==> src/rtl/rsh_pkg.sv <==
package rsh_pkg;

  // Storage arrays behind the address generator
  localparam int REG_ACC = 0;
  localparam int REG_MUL = 1;
  localparam int REG_PRD = 2;
  localparam int NREG    = 3;

  // Write target codes; each array index maps to code index+1
  typedef enum logic [1:0] {
    WS_NONE = 2'd0,
    WS_ACC  = 2'd1,
    WS_MUL  = 2'd2,
    WS_PRD  = 2'd3
  } wsel_e;

  function automatic logic [1:0] ws_code(input int idx);
    return 2'(idx + 1);
  endfunction

endpackage

==> src/rtl/rsh_phase_gen.sv <==
module rsh_phase_gen #(
  parameter int TICKS = 4,
  localparam int PH_W = (TICKS > 1) ? $clog2(TICKS) : 1
) (
  input  logic clk,
  input  logic rst,
  output logic rd_next,
  output logic win_next
);

  localparam logic [PH_W-1:0] PH_LAST = PH_W'(TICKS - 1);
  localparam logic [PH_W-1:0] PH_HALF = PH_W'(TICKS / 2);
  localparam logic [PH_W-1:0] PH_WIN  = PH_W'(TICKS - TICKS / 4);

  logic [PH_W-1:0] ph_q;
  logic [PH_W-1:0] ph_next;

  // Tick position that the coming clock edge will enter
  always_comb begin
    ph_next = (ph_q == PH_LAST) ? '0 : ph_q + 1'b1;
  end

  // Reset parks on the last tick so the first bit time opens cleanly
  always_ff @(posedge clk) begin
    if (rst) ph_q <= PH_LAST;
    else     ph_q <= ph_next;
  end

  assign rd_next  = (ph_next < PH_HALF);
  assign win_next = (ph_next >= PH_WIN);

endmodule

==> src/rtl/rsh_addr_inc.sv <==
module rsh_addr_inc #(
  parameter int BITS  = 18,
  parameter int WORDS = 4,
  parameter int BN_W  = 5,
  parameter int WA_W  = 2
) (
  input  logic [BN_W-1:0] bit_in,
  input  logic [WA_W-1:0] word_in,
  input  logic            inc_on,
  output logic [BN_W-1:0] bit_out,
  output logic [WA_W-1:0] word_out
);

  localparam logic [BN_W:0]   SUM_LIM   = (BN_W+1)'(BITS);
  localparam logic [BN_W-1:0] BIT_LIM   = BN_W'(BITS);
  localparam logic [WA_W-1:0] WORD_LAST = WA_W'(WORDS - 1);

  logic [BN_W:0]   sum;
  logic            fold;
  logic [WA_W-1:0] word_up;

  assign sum  = {1'b0, bit_in} + 1'b1;
  assign fold = (sum == SUM_LIM);

  // Word carry: free wrap for a power-of-two word count, compare otherwise
  generate
    if (WORDS == (1 << WA_W)) begin : g_wrap_free
      assign word_up = word_in + 1'b1;
    end else begin : g_wrap_cmp
      assign word_up = (word_in == WORD_LAST) ? '0 : word_in + 1'b1;
    end
  endgenerate

  always_comb begin
    if (!inc_on) begin
      bit_out  = bit_in;
      word_out = word_in;
    end else if (fold) begin
      bit_out  = '0;
      word_out = word_up;
    end else begin
      bit_out  = sum[BN_W-1:0];
      word_out = word_in;
    end
  end


  always_comb begin
    if (bit_in < BIT_LIM) begin
      bit_range_chk: assert (bit_out < BIT_LIM);
    end
  end

endmodule

==> src/rtl/rsh_bit_ram.sv <==
module rsh_bit_ram #(
  parameter int DEPTH = 72,
  parameter int AD_W  = 7
) (
  input  logic            clk,
  input  logic            we,
  input  logic [AD_W-1:0] addr,
  input  logic            din,
  output logic            dout
);

  logic mem [DEPTH];

  // Single-port, read-before-write, registered read
  always_ff @(posedge clk) begin
    if (we) mem[addr] <= din;
    dout <= mem[addr];
  end

endmodule

==> src/rtl/rsh_addr_gen.sv <==
module rsh_addr_gen
  import rsh_pkg::*;
#(
  parameter int BITS  = 18,
  parameter int WORDS = 4,
  parameter int TICKS = 4,
  localparam int BN_W  = $clog2(BITS),
  localparam int WA_W  = (WORDS > 1) ? $clog2(WORDS) : 1,
  localparam int DEPTH = WORDS * BITS,
  localparam int AD_W  = (DEPTH > 1) ? $clog2(DEPTH) : 1
) (
  input  logic            clk,
  input  logic            rst,
  input  logic [BN_W-1:0] bit_no,
  input  logic [WA_W-1:0] word_addr,
  input  logic            rsh_en,
  input  logic            msw,
  input  logic [1:0]      wsel,
  input  logic            wr_data,
  output logic [BN_W-1:0] ab_bit,
  output logic [WA_W-1:0] ab_word,
  output logic [BN_W-1:0] mr_bit,
  output logic [WA_W-1:0] mr_word,
  output logic            rd_phase,
  output logic            wr_win,
  output logic            acc_we,
  output logic            mul_we,
  output logic            prd_we,
  output logic            acc_rd,
  output logic            mul_rd,
  output logic            prd_rd
);

  localparam logic [BN_W-1:0] BIT_TOP   = BN_W'(BITS - 1);
  localparam logic [WA_W-1:0] WORD_LAST = WA_W'(WORDS - 1);

  function automatic logic [AD_W-1:0] flat(input logic [WA_W-1:0] w,
                                           input logic [BN_W-1:0] b);
    return AD_W'(w) * AD_W'(BITS) + AD_W'(b);
  endfunction

  // ---------------- tick timing ----------------
  logic rd_next;
  logic win_next;

  rsh_phase_gen #(.TICKS(TICKS)) u_phase (
    .clk      (clk),
    .rst      (rst),
    .rd_next  (rd_next),
    .win_next (win_next)
  );

  // ---------------- address advance ----------------
  logic            inc_on;
  logic [BN_W-1:0] inc_bit;
  logic [WA_W-1:0] inc_word;

  // Advance only in the read half, and never on the sign bit of the top word
  assign inc_on = rd_next && rsh_en && !(msw && (bit_no == BIT_TOP));

  rsh_addr_inc #(
    .BITS  (BITS),
    .WORDS (WORDS),
    .BN_W  (BN_W),
    .WA_W  (WA_W)
  ) u_inc (
    .bit_in   (bit_no),
    .word_in  (word_addr),
    .inc_on   (inc_on),
    .bit_out  (inc_bit),
    .word_out (inc_word)
  );

  // ---------------- registered outputs ----------------
  logic [BN_W-1:0] ab_bit_q, mr_bit_q;
  logic [WA_W-1:0] ab_word_q, mr_word_q;
  logic            rd_q, win_q, wd_q;
  logic [NREG-1:0] we_q;
  logic [NREG-1:0] rd_bits;

  always_ff @(posedge clk) begin
    if (rst) begin
      ab_bit_q  <= '0;
      ab_word_q <= '0;
      mr_bit_q  <= '0;
      mr_word_q <= '0;
      rd_q      <= 1'b0;
      win_q     <= 1'b0;
      wd_q      <= 1'b0;
      we_q      <= '0;
    end else begin
      ab_bit_q  <= inc_bit;
      ab_word_q <= inc_word;
      mr_bit_q  <= bit_no;
      mr_word_q <= word_addr;
      rd_q      <= rd_next;
      win_q     <= win_next;
      wd_q      <= wr_data;
      for (int i = 0; i < NREG; i++) begin
        we_q[i] <= win_next && (wsel == ws_code(i));
      end
    end
  end

  // ---------------- storage arrays ----------------
  generate
    for (genvar g = 0; g < NREG; g++) begin : g_reg
      logic [AD_W-1:0] addr;
      if (g == REG_MUL) begin : g_plain
        assign addr = flat(mr_word_q, mr_bit_q);
      end else begin : g_shifted
        assign addr = flat(ab_word_q, ab_bit_q);
      end
      rsh_bit_ram #(.DEPTH(DEPTH), .AD_W(AD_W)) u_ram (
        .clk  (clk),
        .we   (we_q[g]),
        .addr (addr),
        .din  (wd_q),
        .dout (rd_bits[g])
      );
    end
  endgenerate

  assign ab_bit   = ab_bit_q;
  assign ab_word  = ab_word_q;
  assign mr_bit   = mr_bit_q;
  assign mr_word  = mr_word_q;
  assign rd_phase = rd_q;
  assign wr_win   = win_q;
  assign acc_we   = we_q[REG_ACC];
  assign mul_we   = we_q[REG_MUL];
  assign prd_we   = we_q[REG_PRD];
  assign acc_rd   = rd_bits[REG_ACC];
  assign mul_rd   = rd_bits[REG_MUL];
  assign prd_rd   = rd_bits[REG_PRD];

  // ---------------- assertions ----------------
  logic [WA_W-1:0] mr_word_up;
  assign mr_word_up = (mr_word_q == WORD_LAST) ? '0 : mr_word_q + 1'b1;


  read_after_win_chk: assert property (@(posedge clk) disable iff (rst)
    win_q |=> rd_q);


  win_rd_excl_chk: assert property (@(posedge clk) disable iff (rst)
    !(win_q && rd_q));


  strobe_in_win_chk: assert property (@(posedge clk) disable iff (rst)
    (|we_q) |-> win_q);


  strobe_onehot_chk: assert property (@(posedge clk) disable iff (rst)
    $onehot0(we_q));


  addr_match_chk: assert property (@(posedge clk) disable iff (rst)
    !rd_q |-> (ab_bit_q == mr_bit_q && ab_word_q == mr_word_q));


  inc_step_chk: assert property (@(posedge clk) disable iff (rst)
    (rd_q && (ab_bit_q != mr_bit_q || ab_word_q != mr_word_q)) |->
      ((ab_bit_q == '0) ? (mr_bit_q == BIT_TOP && ab_word_q == mr_word_up)
                        : (ab_bit_q == mr_bit_q + 1'b1 && ab_word_q == mr_word_q)));

endmodule

==> config.mk <==
export PLATFORM = sky130hd
export DESIGN_NAME = rsh_addr_gen
export DESIGN_NICKNAME = d
export VERILOG_FILES = /design/src/rtl/rsh_pkg.sv /design/src/rtl/rsh_phase_gen.sv /design/src/rtl/rsh_addr_inc.sv /design/src/rtl/rsh_bit_ram.sv /design/src/rtl/rsh_addr_gen.sv
export SDC_FILE = /design/constraint.sdc
export NUM_CORES = 1
export LEC_CHECK = 0
export BUFFER_PORTS_ARGS = -buffer_cell sky130_fd_sc_hd__buf_2
export CAP_MARGIN = 30
export CORE_UTILIZATION = 40
export CTS_BUF_LIST = sky130_fd_sc_hd__clkbuf_4
export CTS_CLUSTER_DIAMETER = 40
export DETAILED_ROUTE_END_ITERATION = 7
export GPL_ROUTABILITY_DRIVEN = 1
export PLACE_DENSITY_LB_ADDON = 0.3
export REMOVE_ABC_BUFFERS = 1
export SLEW_MARGIN = 20
export SYNTH_ARGS = -nofsm -noshare
export SYNTH_HDL_FRONTEND = slang
export SYNTH_HIERARCHICAL = 1
export SYNTH_SLANG_ARGS = --single-unit
export TNS_END_PERCENT = 1
==> constraint.sdc <==
create_clock -name clk -period 10 [get_ports clk]
set_input_delay 1.5 -clock clk [delete_from_list [all_inputs] [get_ports clk]]
set_output_delay 1.5 -clock clk [all_outputs]
set_load 0.01 [all_outputs]
After elaboration in Yosys (flattened, before gate mapping)
Memory sizes are Yosys's and may differ from the RTL's. A register that Yosys moved wholly into a read port is not among the register bits.
Index checks and enable logic that the tools add are counted.

cells by class
  add/sub/neg operators = 5
  $mul = 2
  order comparisons = 2
  eq/ne operators = 6
  mux-type cells = 11
  reduce and logical (&&, ||, !) cells = 7

operators by type and width
  kind                 count
  $add 7x5->7          2
  $mul 2x4->6 const B  2
  $mux 5               2
  $add 5x1->6 const B  1
  $eq 2x2->1 const B   3
  $eq 6x5->1 const B   1
  $logic_and 1x1->1    6
  $mux 1               6
  $mux 2               3
  $eq 5x5->1 const B   1
  $add 2x1->2 const B  2
  $eq 2x1->1 const B   1
  $ge 2x2->1 const B   1
  $lt 2x2->1 const B   1
  $logic_not 1->1      1

storage, ports and cells
  bits in registers = 22
  RAM bits = 216
  logic and storage cells = 45
  memories = 3

memory list
  memory              depth  width  rd ports  clocked after memory_dff  wr ports  line               source
  g_reg[0].u_ram.mem  72     1      1         1                         1         rsh_bit_ram.sv:12  logic mem [DEPTH];
  g_reg[1].u_ram.mem  72     1      1         1                         1         rsh_bit_ram.sv:12
  g_reg[2].u_ram.mem  72     1      1         1                         1         rsh_bit_ram.sv:12

Longest topological paths before layout
Gate-level depths: netlist of the first run.

  word-level depth = 6
  mapped depth = 10
  mapped depth without buffers = 10

Hierarchy
Netlist of the first run, hierarchy kept.

by module, submodules not included
  module         times used  cells each  area an instance (um^2)  sequential area each (um^2)
  rsh_bit_ram    3           242         3311.9                   2182.1
  rsh_addr_gen   1           82          869.6                    400.4
  rsh_addr_inc   1           35          262.8                    0.0
  rsh_phase_gen  1           7           82.6                     40.0

Worst setup path after synthesis of the first run
No wires, ideal clock.

  path kind = register to register
  start = reg wd_q
  end = mem g_reg[0].u_ram.mem[0] (data pin)
  data arrival time = 2.895 ns
  data required time = 9.250 ns
  setup slack = 6.355 ns
  stages on the path, launching flop included = 1
  cells stage by stage = dfxtp_1

RTL lines
  item                    line                source
  start, declared         rsh_addr_gen.sv:77  logic rd_q, win_q, wd_q;
  start signal, assigned  rsh_addr_gen.sv:98  wd_q <= wr_data;
  end, declared           rsh_bit_ram.sv:12

Straight into the memory's write port.

Worst setup path after layout of the first run
  start = reg ab_bit_q[0], in the netlist ab_bit[0]
  end = out ab_bit[0]

RTL lines
  item                    line                source
  start, declared         rsh_addr_gen.sv:75  logic [BN_W-1:0] ab_bit_q, mr_bit_q;
  start signal, assigned  rsh_addr_gen.sv:92  ab_bit_q <= inc_bit;
  end, declared           rsh_addr_gen.sv:20  output logic [BN_W-1:0] ab_bit,

No word-level cell between the ends.

==> results of run 1 <==
[final cells by class]
type / instances / area [µm²]
Inverter: 12 / 45.0
Fill cell: 2568 / 14700
Clock inverter: 13 / 82.6
Sequential cell: 241 / 6990
Tap cell: 372 / 465
Antenna cell: 2 / 5.00
Multi-Input combinational cell: 562 / 3880
Clock buffer: 103 / 773
Timing Repair Buffer: 45 / 274
[power groups by stage]
| stage | clock network (µW) | registers (µW) | logic [µW] |
|---|---|---|---|
| finish | 884 | 1120 | 257 |
| floorplan | 0 | 1160 | 161 |
| CTS | 915 | 1120 | 254 |
| global placement | 0 | 1140 | 250 |
| detailed placement | 0 | 1140 | 253 |
| global route | 969 | 1120 | 284 |
[Yosys cell counts (6+ instances only)]
cell type / count / area [µm²]
nor2_1: 236 / 886
edfxtp_1: 216 / 6490
nand2_1: 49 / 184
nor2b_1: 36 / 225
nand3_1: 34 / 170
mux4_1: 30 / 788
dfxtp_1: 25 / 500
mux2i_1: 13 / 130
nand2b_1: 13 / 81.3
a221oi_1: 12 / 105
buf_2: 12 / 60.1
inv_1: 12 / 45.0
mux4_2: 12 / 270
nand3b_1: 11 / 82.6
clkbuf_1: 10 / 37.5
ha_1: 10 / 125
nand4_1: 10 / 62.6
a31oi_1: 8 / 50.1
nor3_1: 7 / 35.0
a21oi_1: 6 / 30.0
buf_4: 6 / 45.0
o211ai_1: 6 / 45.0
o21ai_0: 6 / 30.0
[per-layer routing]
metal / track usage / vias to the layer above / share of wire
met2: 0.274 / 218 / 0.47
met4: 0.0601 / 2 / 0.015
met5: 0 / - / 0.00052
met1: 0.215 / 3501 / 0.45
met3: 0.0477 / 38 / 0.065
li1: - / 3383 / -
[critical path: stages, from the launching register on]
cell and delay (ps):
dfxtp_2 520, buf_4 660, buf_2 260
[registers in the layout (all words and copies together) (netlist names)]
register and flops:
mr_word 2, g.u_ram/dout 3, we_q 3, wr_win 1, wd_q 1, ab_bit 5, ab_word 2, mr_bit 5
u_phase/ph_q 2, g.u_ram/mem 216, rd_phase 1
[cell families after synthesis]
| group | count (synthesis) |
|---|---|
| AO/OA/AOI/OAI | 69 |
| XOR/XNOR | 7 |
| adder cells (fa/ha/maj) | 12 |
| buffers and inverters | 47 |
| flip-flops | 241 |
| multiplexers | 55 |
| AND/OR/NAND/NOR | 419 |
[stage by stage]
stage,area [µm²],utilization,std cells
after floorplan,10900,-,815
after global placement,11600,0.427,1229
after detailed placement,11600,0.428,1230
after CTS,12500,0.459,1346
after global routing,12500,0.461,1350
final,12500,0.461,1350
[worst min path at each step]
| stage | to | from | slack (ps) |
|---|---|---|---|
| floorplan | u_phase/ph_q[0]$_SDFF_PP1_ | u_phase/ph_q[0]$_SDFF_PP1_ | 440 |
| global placement | u_phase/ph_q[0]$_SDFF_PP1_ | u_phase/ph_q[0]$_SDFF_PP1_ | 460 |
| detailed placement | u_phase/ph_q[0]$_SDFF_PP1_ | u_phase/ph_q[0]$_SDFF_PP1_ | 470 |
| CTS | u_phase/ph_q[0]$_SDFF_PP1_ | u_phase/ph_q[0]$_SDFF_PP1_ | 480 |
| global route | u_phase/ph_q[0]$_SDFF_PP1_ | u_phase/ph_q[0]$_SDFF_PP1_ | 510 |
| finish | u_phase/ph_q[0]$_SDFF_PP1_ | u_phase/ph_q[0]$_SDFF_PP1_ | 480 |
==> impl_metrics.yaml, run 1 <==
setup_path:
  crit_start: "ab_bit[0]$_SDFF_PP0_"
  crit_type: "reg2out"
  rr_startpoint: "ab_word[0]$_SDFF_PP0_"
  end_kind: "output port"
  r2r_slack_ps: 6960
  r2r-end: "g_reg[2].u_ram/mem[60]$_DFFE_PP_"
  worstPathMaxFanout: 58
  worst_r2r_path_depth: 8
  critPathCapture: "ab_bit[0]"
  worstSetupStartpointType: "flop"
  cp_data_arrival_time_ps: 2100
  crit_required_ps: 8500
power_and_ir_drop:
  comb_power_share: 0.114
  p_leak_uw: 0.00413
  p_sw_frac: 0.249
  peakVddDrop_mv: 0.102
  p_clk_frac: 0.391
  p_total_uw: 2260
  p_seq_frac: 0.495
  powerDensity_nw_per_um2: 180
  p_sw_uw: 562
  cell_internal_pwr_uw: 1700
yosys:
  synth-edff-count: 216
  synth-seq-area-share: 0.627
  synth_xor_area_frac: 0.00550
  synth-compound-area-share: 0.0467
  synthCells: 850
  synthFlopType: "edfxtp_1"
  yosys_warnings: 6
  synth-seq-cells: 241
  post_synth_fa_ha_maj_area_fraction: 0.0148
  synth.distinct_cells: 54
  yosys.area_share.simple: 0.174
  synth_area_um2: 11200
  syn_area_per_cell_um2: 13.1
  synth_top_family_by_area: "simple AND/OR/NAND/NOR gates"
  synthMuxAreaShare: 0.107
  synthArstFlopShare: 0
placed_design:
  dp_slack_ps: 6880
  port-buffer-count: 35
  hpwl_um: 13700
  routabilityCongestion: 0.767
grt:
  grt_start_max_net_pins: 116
  antenna_found_initial: 3
  grt_pass1_wl_um: 36900
  grt_pass1_vias: 7071
  grtUsageTotal: 0.168
  grt_overflow: 0
routing:
  routedWlPerCell_um: 17.2
  first_pass_iters: 7
  vias: 7142
  viasPerCell: 5.29
  ant_nets: 0
  wl_um: 23200
  drt_iter0_drc: 581
  drc: 0
sta:
  finalCritPeriodShare: 0.360
  setup_viol: 0
  finalHoldWorstSlack_ps: 476
  maxSlewViolCount: 0
  rsz0062_at_grt: "false"
  skew_ps: 38.0
  tightest_slew_ps: 930
  fin_crit_ps: 3600
  setup_slack_ps: 6400
  hold_violations: 0
  setup_tns_ps: 0
  timing.fmax_mhz: 278
  relSlewSlack: 0.379
worst_hold_path:
  hold_depth: 1
  hold_path.class: "reg2reg"
run:
  drv_cap: 0
final_layout:
  fin_nets: 955
  layout_common_cells: "nor2_1, edfxtp_1, clkbuf_4, nand2_1, nor2b_1"
  syn_to_final_growth_pct: 12.3
  drive_above_1_share: 0.185
  final_common_cell: "nor2_1"
clock_network:
  path_clk_slew_ps: 60
  cts_hold_repair.buffers: 0
  cts_buffers: 67
  cts_tree: "done"
  cts_sinks: 241
  worstSkewPairLatency_ps: 650
  cts-htree-levels: 3
  clk_path_buf_depth: 3
  cts-root-buf: "clkbuf_4"
  cts_resized: 0
  post-cts-setup-buffers: 0
floorplan:
  die_h_um: 169
  dieWidth_um: 169
  num_rows: 60
  core_um2: 27200
  start_util: 0.410
  die_area_um2: 28500
  io_pins: 36
run_status:
  status: "finished clean"
No activity file was read; power rests on OpenSTA's default activity.
==> inputs of run 2 (changes only) <==
==> constraint.sdc (replaced) <==
create_clock -name clk -period 3.05 [get_ports clk]
set_input_delay 0.4575 -clock clk [delete_from_list [all_inputs] [get_ports clk]]
set_output_delay 0.4575 -clock clk [all_outputs]
set_load 0.01 [all_outputs]
==> run 2 against run 1 <==
- highest routed layer unchanged
- final cell count rose by 1.2%
- via count is 0.27% higher
- total power grew to 3.3 times the previous value
- critical endpoint is now g_reg[2].u_ram/mem[59]$_DFFE_PP_
- largest cell class unchanged
- largest power group unchanged
==> impl_metrics.yaml, run 2 (synthesized netlist as in run 1, its figures left out) <==
power_and_ir_drop:
  peakVddDrop_mv: 0.275
  p_leak_uw: 0.00421
  powerDensity_nw_per_um2: 593
clock_network:
  cts_sinks: 241
  cts-htree-levels: 3
  clk_path_buf_depth: 3
  worstSkewPairLatency_ps: 680
  cts_buffers: 66
  path_clk_slew_ps: 60
  post-cts-setup-buffers: 0
  cts-root-buf: "clkbuf_4"
  cts_tree: "done"
setup_path:
  crit_required_ps: 3390
  critPathMaxStageDelay_ps: 420
  path_cells: "ha_2 > inv_1 > fa_1 > nand3b_1 > a211oi_2 > buf_4 > nor2b_1 > nand3_1 > nor2_1"
  worstPathMaxFanout: 8
  cp_data_arrival_time_ps: 3130
  slowest_stage: "fa_1"
  end_kind: "flop"
  worstSetupStartpointType: "flop"
  crit_type: "reg2reg"
sta:
  setup_slack_ps: 268
  rsz0062_at_grt: "false"
  setup_viol: 0
  setup_tns_ps: 0
  skew_ps: 52.0
  finalCritPeriodShare: 0.912
  maxSlewViolCount: 0
  tightest_slew_ps: 812
  relSlewSlack: 0.453
  hold_violations: 0
  timing.fmax_mhz: 359
  fin_crit_ps: 2780
grt:
  antenna_found_initial: 2
  grt_start_max_net_pins: 96
  grt_pass1_vias: 7179
  grt_pass1_wl_um: 37800
  grtUsageTotal: 0.172
  grt_overflow: 0
routing:
  viasPerCell: 5.24
  first_pass_iters: 5
  ant_nets: 0
  vias: 7161
  routedWlPerCell_um: 17.3
  drc: 0
  drt_iter0_drc: 457
  wl_um: 23700
placed_design:
  port-buffer-count: 35
  hpwl_um: 14500
  routabilityCongestion: 0.754
  dp_slack_ps: 304
floorplan:
  core_um2: 27200
  num_rows: 60
  die_area_um2: 28500
  start_util: 0.410
  io_pins: 36
  die_h_um: 169
  dieWidth_um: 169
run:
  drv_cap: 0
final_layout:
  largest_reg_flops: 216
  final_common_cell: "nor2_1"
  drive_above_1_share: 0.194
  fin_nets: 966
  layout_common_cells: "nor2_1, edfxtp_1, clkbuf_4, nand2_1, nor2b_1"
  largest-register: "g.u_ram/mem"
  syn_to_final_growth_pct: 13.5
  fillers: 2558
run_status:
  status: "finished clean"
worst_hold_path:
  hold_path.class: "in2reg"
-- run 2: cell types whose count changed in the layout (fill, tap and decap cells not counted) --
cell / previous run / this run
buf_12: 0 / 4
buf_16: 1 / 0
buf_4: 8 / 17
buf_6: 1 / 0
clkinv_1: 6 / 10
diode_2: 2 / 1
dlygate4sd3_1: 0 / 1
inv_2: 2 / 3
-- run 2: where the power goes --
group	leakage, µW	internal [µW]	switching, µW	total (µW)
Clock	0.000528	1630	1320	2950
Sequential	0.00218	3630	44.7	3670
Combinational	0.00150	348	527	875
Total	0.00421	5600	1900	7500
-- run 2: cell type report --
class / instances / area (µm²) / share of cell area
Sequential cell: 241 / 6990 / 0.553
Multi-Input combinational cell: 562 / 3880 / 0.307
Clock buffer: 103 / 773 / 0.0611
Tap cell: 372 / 465 / 0.0368
Timing Repair Buffer: 57 / 393 / 0.0310
Clock inverter: 18 / 101 / 0.00801
Inverter: 12 / 45.0 / 0.00356
Antenna cell: 1 / 2.50 / 0.000198
-- run 2: path summary, 6_finish.rpt --
path	start	to	slack (ps)	depth (start not counted)
worst max-delay path	ab_word[0]$_SDFF_PP0_	g_reg[2].u_ram/mem[59]$_DFFE_PP_	270	9
worst min-delay path	wr_data	wd_q$_SDFF_PP0_	30	2
worst max register to register	ab_word[0]$_SDFF_PP0_	g_reg[2].u_ram/mem[59]$_DFFE_PP_	270	9
worst min register to register	u_phase/ph_q[0]$_SDFF_PP1_	u_phase/ph_q[0]$_SDFF_PP1_	490	1
-- run 2: routing by layer --
layer	routed length (µm)	part of all wire	track usage
met5	13	0.00055	0
met2	11000	0.47	0.262
met1	10800	0.46	0.231
met4	603	0.025	0.0810
met3	1230	0.052	0.0428
-- run 2: repair_timing --
action                                  4_1_cts  5_1_grt
endpoints found under the setup margin        0        0
endpoints found under the hold margin         1        0
gates resized for setup                       0        0
hold buffers                                  1        0
-- run 2: stage by stage --
stage | power [µW] | cells | hold WS [ps] | util | instance area (µm²)
floorplan | 4320 | 815 | 444 | - | 10900
global placement | 4610 | 1243 | 462 | 0.433 | 11800
detailed placement | 4620 | 1243 | 473 | 0.433 | 11800
CTS | 7590 | 1365 | 0.842 | 0.466 | 12700
global route | 7860 | 1366 | 4.01 | 0.466 | 12700
finish | 7500 | 1366 | 30.4 | 0.466 | 12700
-- run 2: worst max-delay path: cells and delay by family, from the launching register on --
kind | cells | cell delay (ps)
AND/OR/NAND/NOR | 4 | 1090
adder cells (fa/ha/maj) | 2 | 620
AO/OA/AOI/OAI | 1 | 190
buffers and inverters | 2 | 240
flip-flops | 1 | 350
==> inputs of run 3 (changes only) <==
--- a/config.mk
+++ b/config.mk
@@ -17,6 +17,5 @@
 export SLEW_MARGIN = 20
 export SYNTH_ARGS = -nofsm -noshare
 export SYNTH_HDL_FRONTEND = slang
-export SYNTH_HIERARCHICAL = 1
 export SYNTH_SLANG_ARGS = --single-unit
 export TNS_END_PERCENT = 1
==> run 3 against run 2 <==
- clock skew shrank 19 ps
- worst setup slack lost 56 ps
- count of clock-buffer cells in the layout shrank 6
- core utilization grew 0.84 points
- sequential cell count is the same
- fmax shrank 2.0%
- die area shrank 2.5%
- combinational power grew 1%
- critical path depth shrank 1
- sequential power is essentially flat
- total power grew 1.9%
==> impl_metrics.yaml, run 3 <==
yosys:
  synth_area_um2: 10900
  yosysTopAreaCellShare: 0.597
  yosys.area_share.simple: 0.141
  yosys.area.top_type: "edfxtp_1"
  synth-seq-cells: 241
  yosys_warnings: 0
  syn_area_per_cell_um2: 12.9
  yosysMostFrequentCell: "nor2_1"
  synthCells: 843
  synthTopCellsByCount: "nor2_1, edfxtp_1, nand2_1"
  synth.distinct_cells: 61
  synth_xor_area_frac: 0.00403
  synth-edff-count: 216
  synth.area.top_cells: "edfxtp_1, nor2_1, mux4_2"
  synth-compound-area-share: 0.0640
  synthArstFlopShare: 0
  synthFlopType: "edfxtp_1"
  synth_top_family_by_area: "simple AND/OR/NAND/NOR gates"
  synth-seq-area-share: 0.643
  synthMuxAreaShare: 0.108
  post_synth_fa_ha_maj_area_fraction: 0.0163
grt:
  grt_overflow: 0
  grtUsageTotal: 0.187
  grt_start_max_net_pins: 84
  grt_pass1_wl_um: 40100
  grt_pass1_vias: 7222
  antenna_found_initial: 2
floorplan:
  dieWidth_um: 167
  core_um2: 26400
  start_util: 0.412
  die_h_um: 167
  num_rows: 59
  die_area_um2: 27800
  io_pins: 36
final_layout:
  layout_common_cells: "nor2_1, edfxtp_1, clkbuf_4, nand2_1, mux4_2"
  syn_to_final_growth_pct: 14.9
  final_core_util: 0.474
  drive_above_1_share: 0.238
  largest-register: "g.u_ram.mem"
  final_common_cell: "nor2_1"
  fin_nets: 961
  largest_reg_flops: 216
  fillers: 2404
  fin_area_um2: 12500
setup_path:
  cp_data_arrival_time_ps: 3370
  slowest_stage: "fa_2"
  worstPathMaxFanout: 10
  critPathMaxStageDelay_ps: 740
  path_cells: "ha_2 > fa_2 > mux2_2 > a221o_1 > o2bb2a_1 > o22ai_1 > o31ai_1 > o211ai_1"
  worstSetupStartpointType: "flop"
  crit_required_ps: 3580
  end_kind: "flop"
  cpLargestDelayFamily: "compound AO/OA/AOI/OAI gates"
  cp.buffers_inverters: 0
  crit_type: "reg2reg"
clock_network:
  cts-htree-levels: 3
  cts_tree: "done"
  path_clk_slew_ps: 70
  cts_hold_repair.buffers: 3
  cts_sinks: 241
  clk_path_buf_depth: 3
  worstSkewPairLatency_ps: 680
  cts_resized: 0
  cts_buffers: 67
  post-cts-setup-buffers: 0
  cts-root-buf: "clkbuf_4"
routing:
  drt_iter0_drc: 580
  first_pass_iters: 5
  drc: 0
  topRoutingLayerUsed: "met4"
  routedWlPerCell_um: 19.2
  viasPerCell: 5.45
  wl_um: 25400
  wirelength_met1_um: 11000
  met2RoutedLength_um: 12300
  ant_nets: 0
  routed-wl-met3_um: 1600
  vias: 7202
sta:
  relSlewSlack: 0.444
  setup_viol: 0
  setup_slack_ps: 212
  maxSlewViolCount: 0
  finalCritPeriodShare: 0.931
  skew_ps: 33.3
  timing.fmax_mhz: 352
  fin_crit_ps: 2840
  hold_violations: 0
  finalHoldWorstSlack_ps: 60.6
  tightest_slew_ps: 833
  rsz0062_at_grt: "false"
power_and_ir_drop:
  powerDensity_nw_per_um2: 611
  p_leak_uw: 0.00415
  peakVddDrop_mv: 0.395
placed_design:
  routabilityCongestion: 0.860
  dp_slack_ps: 258
  placed_area_um2: 11600
  port-buffer-count: 35
  hpwl_um: 16100
run:
  drv_cap: 0
run_status:
  status: "finished clean"
worst_hold_path:
  hold_path.class: "in2reg"
==> run 3: cell types whose count changed after synthesis, moves of 11 or more <==
| cell | previous run | this run |
|---|---|---|
| mux4_1 | 30 | 0 |
| mux2i_1 | 13 | 24 |
| mux4_2 | 12 | 36 |
| a21oi_1 | 6 | 19 |
| nand3_1 | 34 | 21 |
| buf_2 | 12 | 25 |
| nor2b_1 | 36 | 22 |
==> run 3: layout make-up <==
| type | instances | area [µm²] | area share |
|---|---|---|---|
| Timing Repair Buffer | 72 | 523 | 0.0419 |
| Sequential cell | 241 | 6990 | 0.560 |
| Tap cell | 335 | 419 | 0.0336 |
| Multi-Input combinational cell | 546 | 3630 | 0.291 |
| Clock inverter | 22 | 174 | 0.0139 |
| Antenna cell | 2 | 5.00 | 0.000401 |
| Inverter | 6 | 22.5 | 0.00180 |
| Clock buffer | 97 | 728 | 0.0583 |
==> run 3: path summary, 6_finish.rpt <==
kind                         startpoint                           to  slack [ps]  depth (start not counted)
max reg2reg       ab_word[0]$_SDFF_PP0_  g_reg[0].u_ram.dout$_DFF_P_         210                          8
max               ab_word[0]$_SDFF_PP0_  g_reg[0].u_ram.dout$_DFF_P_         210                          8
min                             wsel[1]           we_q[2]$_SDFF_PP0_          60                          2
min reg2reg  u_phase.ph_q[0]$_SDFF_PP1_   u_phase.ph_q[0]$_SDFF_PP1_         490                          1
==> run 3: where the power goes <==
group	internal, µW	switching (µW)	total [µW]
combinational	369	516	885
sequential	3630	47.1	3670
clock	1720	1360	3080
==> run 3: cell families (layout without fill, tap and decap cells) <==
| logic type | count (synthesis) | in the layout |
|---|---|---|
| simple gates | 358 | 358 |
| fa+ha+maj | 13 | 13 |
| xor+xnor | 5 | 5 |
| other cells | 0 | 2 |
| buf+inv | 56 | 197 |
| mux | 71 | 71 |
| flops | 241 | 241 |
| compound gates | 99 | 99 |
==> run 3: metrics by stage <==
stage                     total power (µW)  cells  setup TNS, ps
final                                 7640   1321              0
after global routing                  7980   1321              0
after CTS                             7730   1319              0
after detailed placement              4630   1197              0
after global placement                4620   1197              0
after floorplan                       4300    793        -163800
==> run 3: metal layers <==
metal,up-vias,GRT usage
met5,-,0
met4,0,0.0668
met3,48,0.0466
met2,235,0.301
met1,3583,0.246
li1,3336,-
